## config.mk

```make
export PLATFORM = sky130hd
export DESIGN_NAME = rxq_receiver
export DESIGN_NICKNAME = d
export VERILOG_FILES = /design/src/rtl/rxq_pkg.sv /design/src/rtl/rxq_sync.sv /design/src/rtl/rxq_deser.sv /design/src/rtl/rxq_fifo.sv /design/src/rtl/rxq_ctl.sv /design/src/rtl/rxq_receiver.sv
export SDC_FILE = /design/constraint.sdc
export NUM_CORES = 1
export LEC_CHECK = 0
export ABC_AREA = 1
export BUFFER_PORTS_ARGS = -buffer_cell sky130_fd_sc_hd__buf_2
export CAP_MARGIN = 20
export CORE_MARGIN = 2
export CORE_UTILIZATION = 42
export CTS_CLUSTER_DIAMETER = 80
export DETAILED_ROUTE_END_ITERATION = 7
export PLACE_DENSITY = 0.6
export SETUP_SLACK_MARGIN = 0.4
export SLEW_MARGIN = 5
export SYNTH_ARGS = -nofsm -noshare
export SYNTH_HDL_FRONTEND = slang
export SYNTH_HIERARCHICAL = 1
export SYNTH_SLANG_ARGS = --single-unit
```

## constraint.sdc

```tcl
create_clock -name clk -period 2.82 [get_ports clk]
set_clock_uncertainty 0.2 [all_clocks]
set_input_delay 0.141 -clock clk [delete_from_list [all_inputs] [get_ports clk]]
set_output_delay 0.141 -clock clk [all_outputs]
set_load 0.02 [all_outputs]
```

## src/rtl/rxq_pkg.sv

```systemverilog
// Package: shared constants and encodings for the serial receiver.
// Assumes: command codes are decoded by rxq_ctl only.
package rxq_pkg;

    typedef enum logic [1:0] {
        CMD_NONE    = 2'b00,
        CMD_ENABLE  = 2'b01,
        CMD_DISABLE = 2'b10,
        CMD_RSVD    = 2'b11
    } rx_cmd_e;

    typedef enum logic [1:0] {
        ST_IDLE  = 2'b00,
        ST_START = 2'b01,
        ST_DATA  = 2'b10,
        ST_STOP  = 2'b11
    } rx_state_e;

endpackage

```

## src/rtl/rxq_sync.sv

```systemverilog
// Module: rxq_sync
// Brings the asynchronous serial line into the clock domain through a
// chain of flops. Assumes STAGES >= 2. Resets to the idle (high) level.
module rxq_sync #(
    parameter int STAGES = 2
) (
    input  logic clk,
    input  logic rst_n,
    input  logic din,
    output logic dout
);

    logic [STAGES-1:0] chain;

    // Shift the line level through the synchronising chain.
    always_ff @(posedge clk) begin
        if (!rst_n) chain <= '1;
        else        chain <= {chain[STAGES-2:0], din};
    end

    assign dout = chain[STAGES-1];

endmodule

```

## src/rtl/rxq_deser.sv

```systemverilog
// Module: rxq_deser
// Character assembler. It hunts for a falling edge, confirms the start bit
// at half a bit time, then samples DATA_W data bits (LSB first) and the
// stop bit once per OSR ticks. It emits a one-cycle push with the
// character. Assumes 'tick' is a one-cycle pulse and 'rx' is synchronous.
// 'run' low or 'flush' high returns it to the hunt state at once.
module rxq_deser
    import rxq_pkg::*;
#(
    parameter int DATA_W = 8,
    parameter int OSR    = 16
) (
    input  logic              clk,
    input  logic              rst_n,
    input  logic              tick,
    input  logic              rx,
    input  logic              run,
    input  logic              flush,
    output logic              push,
    output logic [DATA_W-1:0] push_data,
    output logic              busy
);

    localparam int CNT_W = $clog2(OSR);
    localparam int BIT_W = (DATA_W > 1) ? $clog2(DATA_W) : 1;
    localparam logic [CNT_W-1:0] HALF_LAST = CNT_W'(OSR / 2 - 1);
    localparam logic [CNT_W-1:0] FULL_LAST = CNT_W'(OSR - 1);
    localparam logic [BIT_W-1:0] BIT_LAST  = BIT_W'(DATA_W - 1);

    rx_state_e         state;
    logic [CNT_W-1:0]  phase;
    logic [BIT_W-1:0]  nbit;
    logic [DATA_W-1:0] shreg;

    // Frame state machine: hunt, confirm start, shift data, take stop.
    always_ff @(posedge clk) begin
        if (!rst_n || !run || flush) begin
            state <= ST_IDLE;
            phase <= '0;
            nbit  <= '0;
            push  <= 1'b0;
        end else begin
            push <= 1'b0;
            if (tick) begin
                unique case (state)
                    ST_IDLE: begin
                        if (!rx) begin
                            state <= ST_START;
                            phase <= '0;
                        end
                    end
                    ST_START: begin
                        if (phase == HALF_LAST) begin
                            phase <= '0;
                            nbit  <= '0;
                            state <= rx ? ST_IDLE : ST_DATA;
                        end else begin
                            phase <= phase + 1'b1;
                        end
                    end
                    ST_DATA: begin
                        if (phase == FULL_LAST) begin
                            phase <= '0;
                            if (nbit == BIT_LAST) state <= ST_STOP;
                            else                  nbit  <= nbit + 1'b1;
                        end else begin
                            phase <= phase + 1'b1;
                        end
                    end
                    ST_STOP: begin
                        if (phase == FULL_LAST) begin
                            push  <= 1'b1;
                            state <= ST_IDLE;
                            phase <= '0;
                        end else begin
                            phase <= phase + 1'b1;
                        end
                    end
                endcase
            end
        end
    end

    // Shift data bits in from the top so the first bit lands in bit 0.
    always_ff @(posedge clk) begin
        if (!rst_n) begin
            shreg <= '0;
        end else if (run && !flush && tick && state == ST_DATA && phase == FULL_LAST) begin
            shreg <= {rx, shreg[DATA_W-1:1]};
        end
    end

    // Hold the finished character alongside the push pulse.
    always_ff @(posedge clk) begin
        if (!rst_n) begin
            push_data <= '0;
        end else if (run && !flush && tick && state == ST_STOP && phase == FULL_LAST) begin
            push_data <= shreg;
        end
    end

    assign busy = (state != ST_IDLE);

    // a push is always followed by a return to the hunt state
    assert_push_idle_R2: assert property (@(posedge clk) disable iff (!rst_n)
        push |-> state == ST_IDLE);

    // leaving the start state into data only happens on a tick
    assert_start_on_tick_R3: assert property (@(posedge clk) disable iff (!rst_n)
        (state == ST_START && !tick) |=> state != ST_DATA);

endmodule

```

## src/rtl/rxq_fifo.sv

```systemverilog
// Module: rxq_fifo
// Shift-style holding queue of DEPTH entries. Entry 0 is always the oldest.
// A pop copies entry 0 to the registered output. A push that finds no room
// (full and no pop) is dropped and sets a sticky overrun flag.
// Assumes push is a single-cycle pulse.
module rxq_fifo #(
    parameter int DATA_W = 8,
    parameter int DEPTH  = 3
) (
    input  logic              clk,
    input  logic              rst_n,
    input  logic              push,
    input  logic [DATA_W-1:0] push_data,
    input  logic              rd,
    output logic [DATA_W-1:0] rd_data,
    output logic              not_empty,
    output logic              overrun
);

    localparam int CNT_W = $clog2(DEPTH + 1);
    localparam logic [CNT_W-1:0] FULL_CNT = CNT_W'(DEPTH);

    logic [DATA_W-1:0] slot [DEPTH];
    logic [CNT_W-1:0]  count;
    logic              pop;
    logic              accept;
    logic [CNT_W-1:0]  wr_idx;

    assign pop    = rd && (count != '0);
    assign accept = push && ((count != FULL_CNT) || pop);
    assign wr_idx = pop ? (count - 1'b1) : count;

    genvar gi;
    generate
        for (gi = 0; gi < DEPTH; gi++) begin : g_slot
            if (gi == DEPTH - 1) begin : g_last
                // Last slot: written by a push, otherwise kept.
                always_ff @(posedge clk) begin
                    if (!rst_n)                                    slot[gi] <= '0;
                    else if (accept && wr_idx == CNT_W'(gi))       slot[gi] <= push_data;
                end
            end else begin : g_mid
                // Inner slot: written by a push, else shifts toward the head on pop.
                always_ff @(posedge clk) begin
                    if (!rst_n)                                    slot[gi] <= '0;
                    else if (accept && wr_idx == CNT_W'(gi))       slot[gi] <= push_data;
                    else if (pop)                                  slot[gi] <= slot[gi+1];
                end
            end
        end
    endgenerate

    // Track the occupancy from accepted pushes and pops.
    always_ff @(posedge clk) begin
        if (!rst_n) count <= '0;
        else        count <= count + CNT_W'(accept) - CNT_W'(pop);
    end

    // Present the head character on a pop.
    always_ff @(posedge clk) begin
        if (!rst_n)   rd_data <= '1;
        else if (pop) rd_data <= slot[0];
    end

    // Latch any lost character until reset.
    always_ff @(posedge clk) begin
        if (!rst_n)               overrun <= 1'b0;
        else if (push && !accept) overrun <= 1'b1;
    end

    assign not_empty = (count != '0);

    // occupancy never exceeds the depth
    assert_count_bound_R5: assert property (@(posedge clk) disable iff (!rst_n)
        count <= FULL_CNT);

    // overrun is sticky
    assert_overrun_sticky_R5: assert property (@(posedge clk) disable iff (!rst_n)
        overrun |=> overrun);

    // a push into a full queue without a read loses it and flags it
    assert_full_drop_R5: assert property (@(posedge clk) disable iff (!rst_n)
        (push && count == FULL_CNT && !rd) |=> (overrun && count == FULL_CNT));

    // push and pop in one cycle keep the occupancy
    assert_pop_push_hold_R6: assert property (@(posedge clk) disable iff (!rst_n)
        (push && rd && count != '0) |=> count == $past(count));

    // a lone pop lowers the occupancy by one
    assert_pop_dec_R4: assert property (@(posedge clk) disable iff (!rst_n)
        (rd && !push && count != '0) |=> count == $past(count) - 1'b1);

    // reading an empty queue leaves the output register alone
    assert_empty_read_R4: assert property (@(posedge clk) disable iff (!rst_n)
        (rd && count == '0) |=> $stable(rd_data));

endmodule

```

## src/rtl/rxq_ctl.sv

```systemverilog
// Module: rxq_ctl
// Command decoder and enable state. It produces 'run' (receiver active) and
// 'flush' (abort the character in progress). Loop-back or multidrop mode
// forces 'run' high. Multidrop blocks the enable command. Reserved and
// no-action codes change nothing.
module rxq_ctl
    import rxq_pkg::*;
(
    input  logic       clk,
    input  logic       rst_n,
    input  logic       cmd_valid,
    input  logic [1:0] cmd_code,
    input  logic       mode_multidrop,
    input  logic       mode_loopback,
    output logic       run,
    output logic       flush
);

    logic enabled;
    logic forced;
    logic do_enable;
    logic do_disable;

    assign forced     = mode_multidrop || mode_loopback;
    assign do_enable  = cmd_valid && (cmd_code == CMD_ENABLE) && !mode_multidrop && !enabled;
    assign do_disable = cmd_valid && (cmd_code == CMD_DISABLE);

    // Hold the enable state, changed only by the two active commands.
    always_ff @(posedge clk) begin
        if (!rst_n)          enabled <= 1'b0;
        else if (do_enable)  enabled <= 1'b1;
        else if (do_disable) enabled <= 1'b0;
    end

    // Abort the assembler on a fresh enable, or on a disable not overridden by a mode.
    assign flush = do_enable || (do_disable && !forced);
    assign run   = enabled || forced;

    // enable is refused while multidrop mode holds
    assert_md_blocks_enable_R7: assert property (@(posedge clk) disable iff (!rst_n)
        (cmd_valid && cmd_code == CMD_ENABLE && mode_multidrop && !enabled) |=> !enabled);

    // a disable command always clears the enable state
    assert_disable_clears_R8: assert property (@(posedge clk) disable iff (!rst_n)
        (cmd_valid && cmd_code == CMD_DISABLE) |=> !enabled);

    // without a strobe, or with codes 00/11, the enable state holds
    assert_idle_codes_R10: assert property (@(posedge clk) disable iff (!rst_n)
        (!cmd_valid || cmd_code == CMD_NONE || cmd_code == CMD_RSVD) |=> $stable(enabled));

endmodule

```

## src/rtl/rxq_receiver.sv

```systemverilog
// Module: rxq_receiver (top)
// Serial receiver: synchroniser, character assembler, command control and
// a DEPTH-entry holding queue read by the processor.
// Assumes os_tick is a one-cycle pulse at OSR times the bit rate.
module rxq_receiver #(
    parameter int DATA_W      = 8,
    parameter int FIFO_DEPTH  = 3,
    parameter int OSR         = 16,
    parameter int SYNC_STAGES = 2
) (
    input  logic              clk,
    input  logic              rst_n,
    input  logic              rx_serial,
    input  logic              os_tick,
    input  logic              rd_strobe,
    output logic [DATA_W-1:0] rd_data,
    output logic              data_avail,
    output logic              overrun,
    input  logic              cmd_valid,
    input  logic [1:0]        cmd_code,
    input  logic              mode_multidrop,
    input  logic              mode_loopback
);

    logic              rx_sync;
    logic              run;
    logic              flush;
    logic              push;
    logic [DATA_W-1:0] push_data;
    logic              busy;

    rxq_sync #(.STAGES(SYNC_STAGES)) u_sync (
        .clk   (clk),
        .rst_n (rst_n),
        .din   (rx_serial),
        .dout  (rx_sync)
    );

    rxq_ctl u_ctl (
        .clk            (clk),
        .rst_n          (rst_n),
        .cmd_valid      (cmd_valid),
        .cmd_code       (cmd_code),
        .mode_multidrop (mode_multidrop),
        .mode_loopback  (mode_loopback),
        .run            (run),
        .flush          (flush)
    );

    rxq_deser #(.DATA_W(DATA_W), .OSR(OSR)) u_deser (
        .clk       (clk),
        .rst_n     (rst_n),
        .tick      (os_tick),
        .rx        (rx_sync),
        .run       (run),
        .flush     (flush),
        .push      (push),
        .push_data (push_data),
        .busy      (busy)
    );

    rxq_fifo #(.DATA_W(DATA_W), .DEPTH(FIFO_DEPTH)) u_fifo (
        .clk       (clk),
        .rst_n     (rst_n),
        .push      (push),
        .push_data (push_data),
        .rd        (rd_strobe),
        .rd_data   (rd_data),
        .not_empty (data_avail),
        .overrun   (overrun)
    );

    // an unoverridden disable leaves the assembler idle in the next cycle
    assert_abort_idle_R8: assert property (@(posedge clk) disable iff (!rst_n)
        (cmd_valid && cmd_code == 2'b10 && !mode_loopback && !mode_multidrop) |=> !busy);

    // a fresh enable restarts the hunt for a start bit
    assert_flush_idle_R7: assert property (@(posedge clk) disable iff (!rst_n)
        flush |=> !busy);

endmodule

```

After elaboration in Yosys (flattened, before gate mapping):

Memories as Yosys holds them, arrays and structs flattened. A register that Yosys moved wholly into a read port is not among the register bits.
Cells that the tools add are included.

* flip-flop bits (word level): 32
* latch bits: 0
* bits in writable memories: 24
* ROM bits: 0
* input bits: 10
* output and inout port bits: 10
* memories: 1

Memories
* u_fifo.slot: depth 3, bits a word 8, rd ports 3, clocked after Yosys merged registers in 1, write ports 3, line rxq_fifo.sv:23 `logic [DATA_W-1:0] slot [DEPTH];`

* add/subtract/negate cells: 5
* multipliers: 0
* divide/modulo/power cells: 0
* $lt $le $gt $ge: 0
* equal/unequal tests: 17
* shift operators: 0
* multiplexer cells: 41
* bitwise gates (word level): 7
* reductions and logical operators: 41

Operator list (number)
* two-way mux 8 bit: 5
* two-way mux 1 bit: 20
* logical AND 1 bit: 17
* two-way mux 2 bit: 7
* two-way mux 4 bit: 3
* one-hot mux 4 bit (3 select lines): 1
* two-way mux 3 bit: 3
* == test 2 bit (second input constant): 4
* zero test 1 bit: 8
* inequality test 2 x 1 -> 1 bit (second input constant): 4
* one-hot mux 2 bit (4 select lines): 1
* == test 2 x 1 -> 1 bit (second input constant): 3
* logical OR 1 bit: 6
* inequality test 2 bit (second input constant): 3
* one-hot mux 3 bit (2 select lines): 1
* AND reduction 6 bit: 1
* nonzero test 2 bit: 3
* bitwise OR 1 bit: 5
* AND reduction 5 bit: 1
* adder 4 x 1 -> 4 bit (second input constant): 1
* == test 4 x 3 -> 1 bit (second input constant): 1
* == test 4 bit (second input constant): 1
* zero test 2 bit: 2
* adder 3 x 1 -> 3 bit (second input constant): 1
* other kinds (8): 9

Longest topological paths before layout:

* word-level depth: 10
* mapped depth: 11
* gate-level depth less buffers: 11

By module:

Netlist, hierarchy kept.

Modules (own cells, without submodules)
* rxq_fifo: times used 1, cells each 171, area an instance 1617.8 um^2, seq. area each 940.9 um^2
* rxq_deser: times used 1, cells each 159, area an instance 1143.6 um^2, seq. area each 520.5 um^2
* rxq_ctl: times used 1, cells each 14, area an instance 90.1 um^2, seq. area each 20.0 um^2
* rxq_sync: times used 1, cells each 6, area an instance 55.1 um^2, seq. area each 40.0 um^2

Worst setup path after synthesis:

OpenSTA, ideal clock, no wires.

* path type: reg2reg
* start: register u_fifo.count[0]
* end: memory u_fifo.slot[2][0] (enable)
* setup time: 0.329 ns
* arrival time: 1.522 ns
* data required time: 2.291 ns
* path slack: 0.769 ns
* cell stages (with the launch flop): 9
* period minus slack after synthesis: 2.051 ns
* cells stage by stage: dfxtp_1 inv_1 ha_1 inv_2 nand2_4 a21oi_4 and2_1 nand2_1 nand2_1

RTL lines
* from (decl): line rxq_fifo.sv:24 `logic [CNT_W-1:0] count;`
* from (signal assigned): line rxq_fifo.sv:56 `else count <= count + CNT_W'(accept) - CNT_W'(pop);`
* to (decl): line rxq_fifo.sv:23

==> results.md <==
- The global-route wire length before repair is 9.28 mm.
- The data arrival time of the critical path is 2060 ps.
- Headroom to the max-slew limit came out at 61.0%.
- In the final layout, the share of cells above drive strength 1 is 16.1%.
- The hold path endpoint is u_sync/chain[1].
- The data required time at the worst endpoint is 2600 ps.
- The hold violation total from the final report is 0.
- The register clock-pin slew on the reported worst setup and hold paths is around 70 ps.
- The post-detailed-route wirelength per cell is 11.3 um.
- The max-capacitance violation count is 0.
- During synthesis, Yosys emitted a total of 6 warnings.
- The initial antenna violation count is 0.
- After synthesis the cells add up to 2900 sq um.
- The worst-case vdd ir drop is 0.247 mV.
- The flow ran to the end, and the final reports show no timing, DRC or antenna violations.
- The final routed DRC violation total is 0.
- The die span in x is 87.1 um.
- The total number of vias is 2201.
- The setup TNS after final layout is 0 ps.
- The kind of end point of the critical path is a register.
- The number of sinks driven by the clock tree is 64.
- Detailed placement finished with a half-perimeter wire length of 3.67 mm.
- The clock latency reported for the late side of the worst-skew pair is 340 ps.
- The max-slew violation count is 0.
- The worst register-to-register path ends at u_fifo/slot[1][1].
- The cell depth of the worst hold path is 2.
- The cell family with the largest share of critical-path delay is simple AND/OR/NAND/NOR gates.
- The critical path is of the reg -> reg type.
- The count of nets left with antenna violations once routing finished came out at 0.
- The post-layout net count is 395.
- The fraction of the cycle the final worst path needs is around four fifths.
- The number of global-route vias before repair was ~2200.
- The number of levels in the clock H-tree is 3.
- The global-route usage over all layers is approximately 16%.
- Once the floorplan was initialized, standard cells occupied 43.0% of the core.
- The clock buffer count from CTS is 9.
- The die span in y is 87.1 um.
- The worst hold slack after final layout is between 60 and 70 ps.
- In this design, the critical path's most frequently occurring cell is nand2_1.
- The final weighted congestion of routability-driven global placement is 0.741.
- After floorplanning, the core was divided into 30 placement rows.
- The setup slack on the worst flop-to-flop path is 540 ps.
- The synthesized instance count is 349.
- The routed via count divided by cell count is 4.74.
- During I/O placement, the number of pins put on the boundary was 20.
- The clock period could shrink to 2280 ps.
- Setup violations remaining at the end of the flow were counted as 0.
- For the pin with the worst max-slew slack, the measured transition is 585 ps.
- The area growth from synthesis to layout is 15.7%.
- In this run the standard cell core region covers 6760 sq um.
- The count of filler cells inserted in the layout is around 640.
- The mean post-synth cell area is 8.32 sq um.
- For this run, the detailed router's first-pass iteration total came to 4.
- The critical path goes through inv_1 -> ha_1 -> inv_2 -> nand2_4 -> nand2_1 -> nand2_1 -> nand3_4 -> nand3_1.
- The library cells used most frequently in the layout, excluding fill and tap cells, are 84 x nand2_1, 52 x nor2_1, 40 x dfxtp_1.
- The wire length after detailed routing is between 5 and 6 mm.
- The largest net degree at the start of global routing is 37.
- The path class of the lowest-slack min-delay path is in -> reg.
- The buffer levels on the longest clock path is 2.
- The CTS tree is yes.
- The net count after synthesis is about 370.
- Clock tree synthesis selected as its root buffer the cell clkbuf_8.
- The library cell used most frequently in the layout, excluding fill and tap cells, is nand2_1.
- Setup repair after global routing left no endpoint under its margin.
- The maximum net fanout on the critical path is 17.
- After the first detailed-routing iteration, the DRC count stood at 69.
- The critical-path cell with the highest stage delay is dfxtp_1.
- During placement, the flow inserted port buffers numbering 19.
- The logic depth of the worst register-to-register path is 8.
- The buffers plus inverters on the worst setup path is 2.
- The total power per unit cell area is 648 nW/um^2.
- The die area is 7590 sq um.
- The maximum cell stage delay along the critical path is between 400 and 500 ps.
- The startpoint identified for the worst register-to-register timing path is u_fifo/count[0].
- The number of antenna diodes in the final layout is 0.
- In this run the most critical hold path is launched from rst_n.
- The worst setup path is launched from a register.
- The post-route core utilization is 49.7%.
- The standby leakage power is 1.45 nW.
- The remaining global-route overflow is 0.
- The maximum achievable frequency is 439 MHz.
## power by group
part | total [mW] | internal (mW) | switching, mW
clock | 0.868 | 0.517 | 0.351
sequential | 1.05 | 1.02 | 0.0251
combinational | 0.262 | 0.0799 | 0.182
## worst max path at each step
stage | start | endpoint | slack [ps] | cells past startpoint
after floorplan | u_fifo/count[0] | u_fifo/slot[2][0] | 770 | 8
after global placement | u_fifo/count[0] | u_fifo/slot[2][2] | 620 | 8
after detailed placement | u_fifo/count[0] | u_fifo/slot[1][2] | 570 | 8
after CTS | u_fifo/count[0] | u_fifo/slot[1][4] | 540 | 8
after global routing | u_fifo/count[0] | u_fifo/slot[1][1] | 420 | 8
final | u_fifo/count[0] | u_fifo/slot[1][1] | 540 | 8
## what timing repair did
item / 4_1_cts / 5_1_grt
resized for setup: 0 / 1
setup endpoints to repair: 0 / 3
hold endpoints to repair: 3 / 0
buffers inserted: 0 / 0
hold buffers: 5 / 0
## per-layer routing
layer	GRT usage (%)	part of all wire [%]
met3	3.41	2.0
met2	26.5	49
met4	8.39	1.4
met5	0	0
met1	18.7	47
## per-stage QoR
step | cell area [sq um] | setup slack (ps) | instances | power (mW)
2_1_floorplan | 2900 | 769 | 349 | 1.26
3_3_place_gp | 3080 | 622 | 443 | 1.32
3_5_place_dp | 3080 | 566 | 443 | 1.33
4_1_cts | 3350 | 539 | 464 | 2.20
5_1_grt | 3360 | 418 | 464 | 2.28
6_report | 3360 | 545 | 464 | 2.18
## sequential cells by signal (all words and copies together), names as in the netlist, named ones only
signal	flops
u_ctl/enabled	1
u_deser/nbit	3
u_deser/phase	4
u_deser/push	1
u_deser/push_data	8
u_deser/shreg	8
u_deser/state	1
u_fifo/count	2
u_fifo/overrun	1
u_fifo/rd_data	8
u_fifo/slot	24
u_sync/chain	2
## final cells by class
class,count,area (sq um),area share [%]
sequential,64,1520,45.3
multi-input combinational,237,1200,35.8
inverter,41,156,4.66
timing repair buffer,26,160,4.77
clock inverter,6,82.6,2.46
clock buffer,10,138,4.10
tap,80,100,2.98
(Power assumes the default switching activity.)
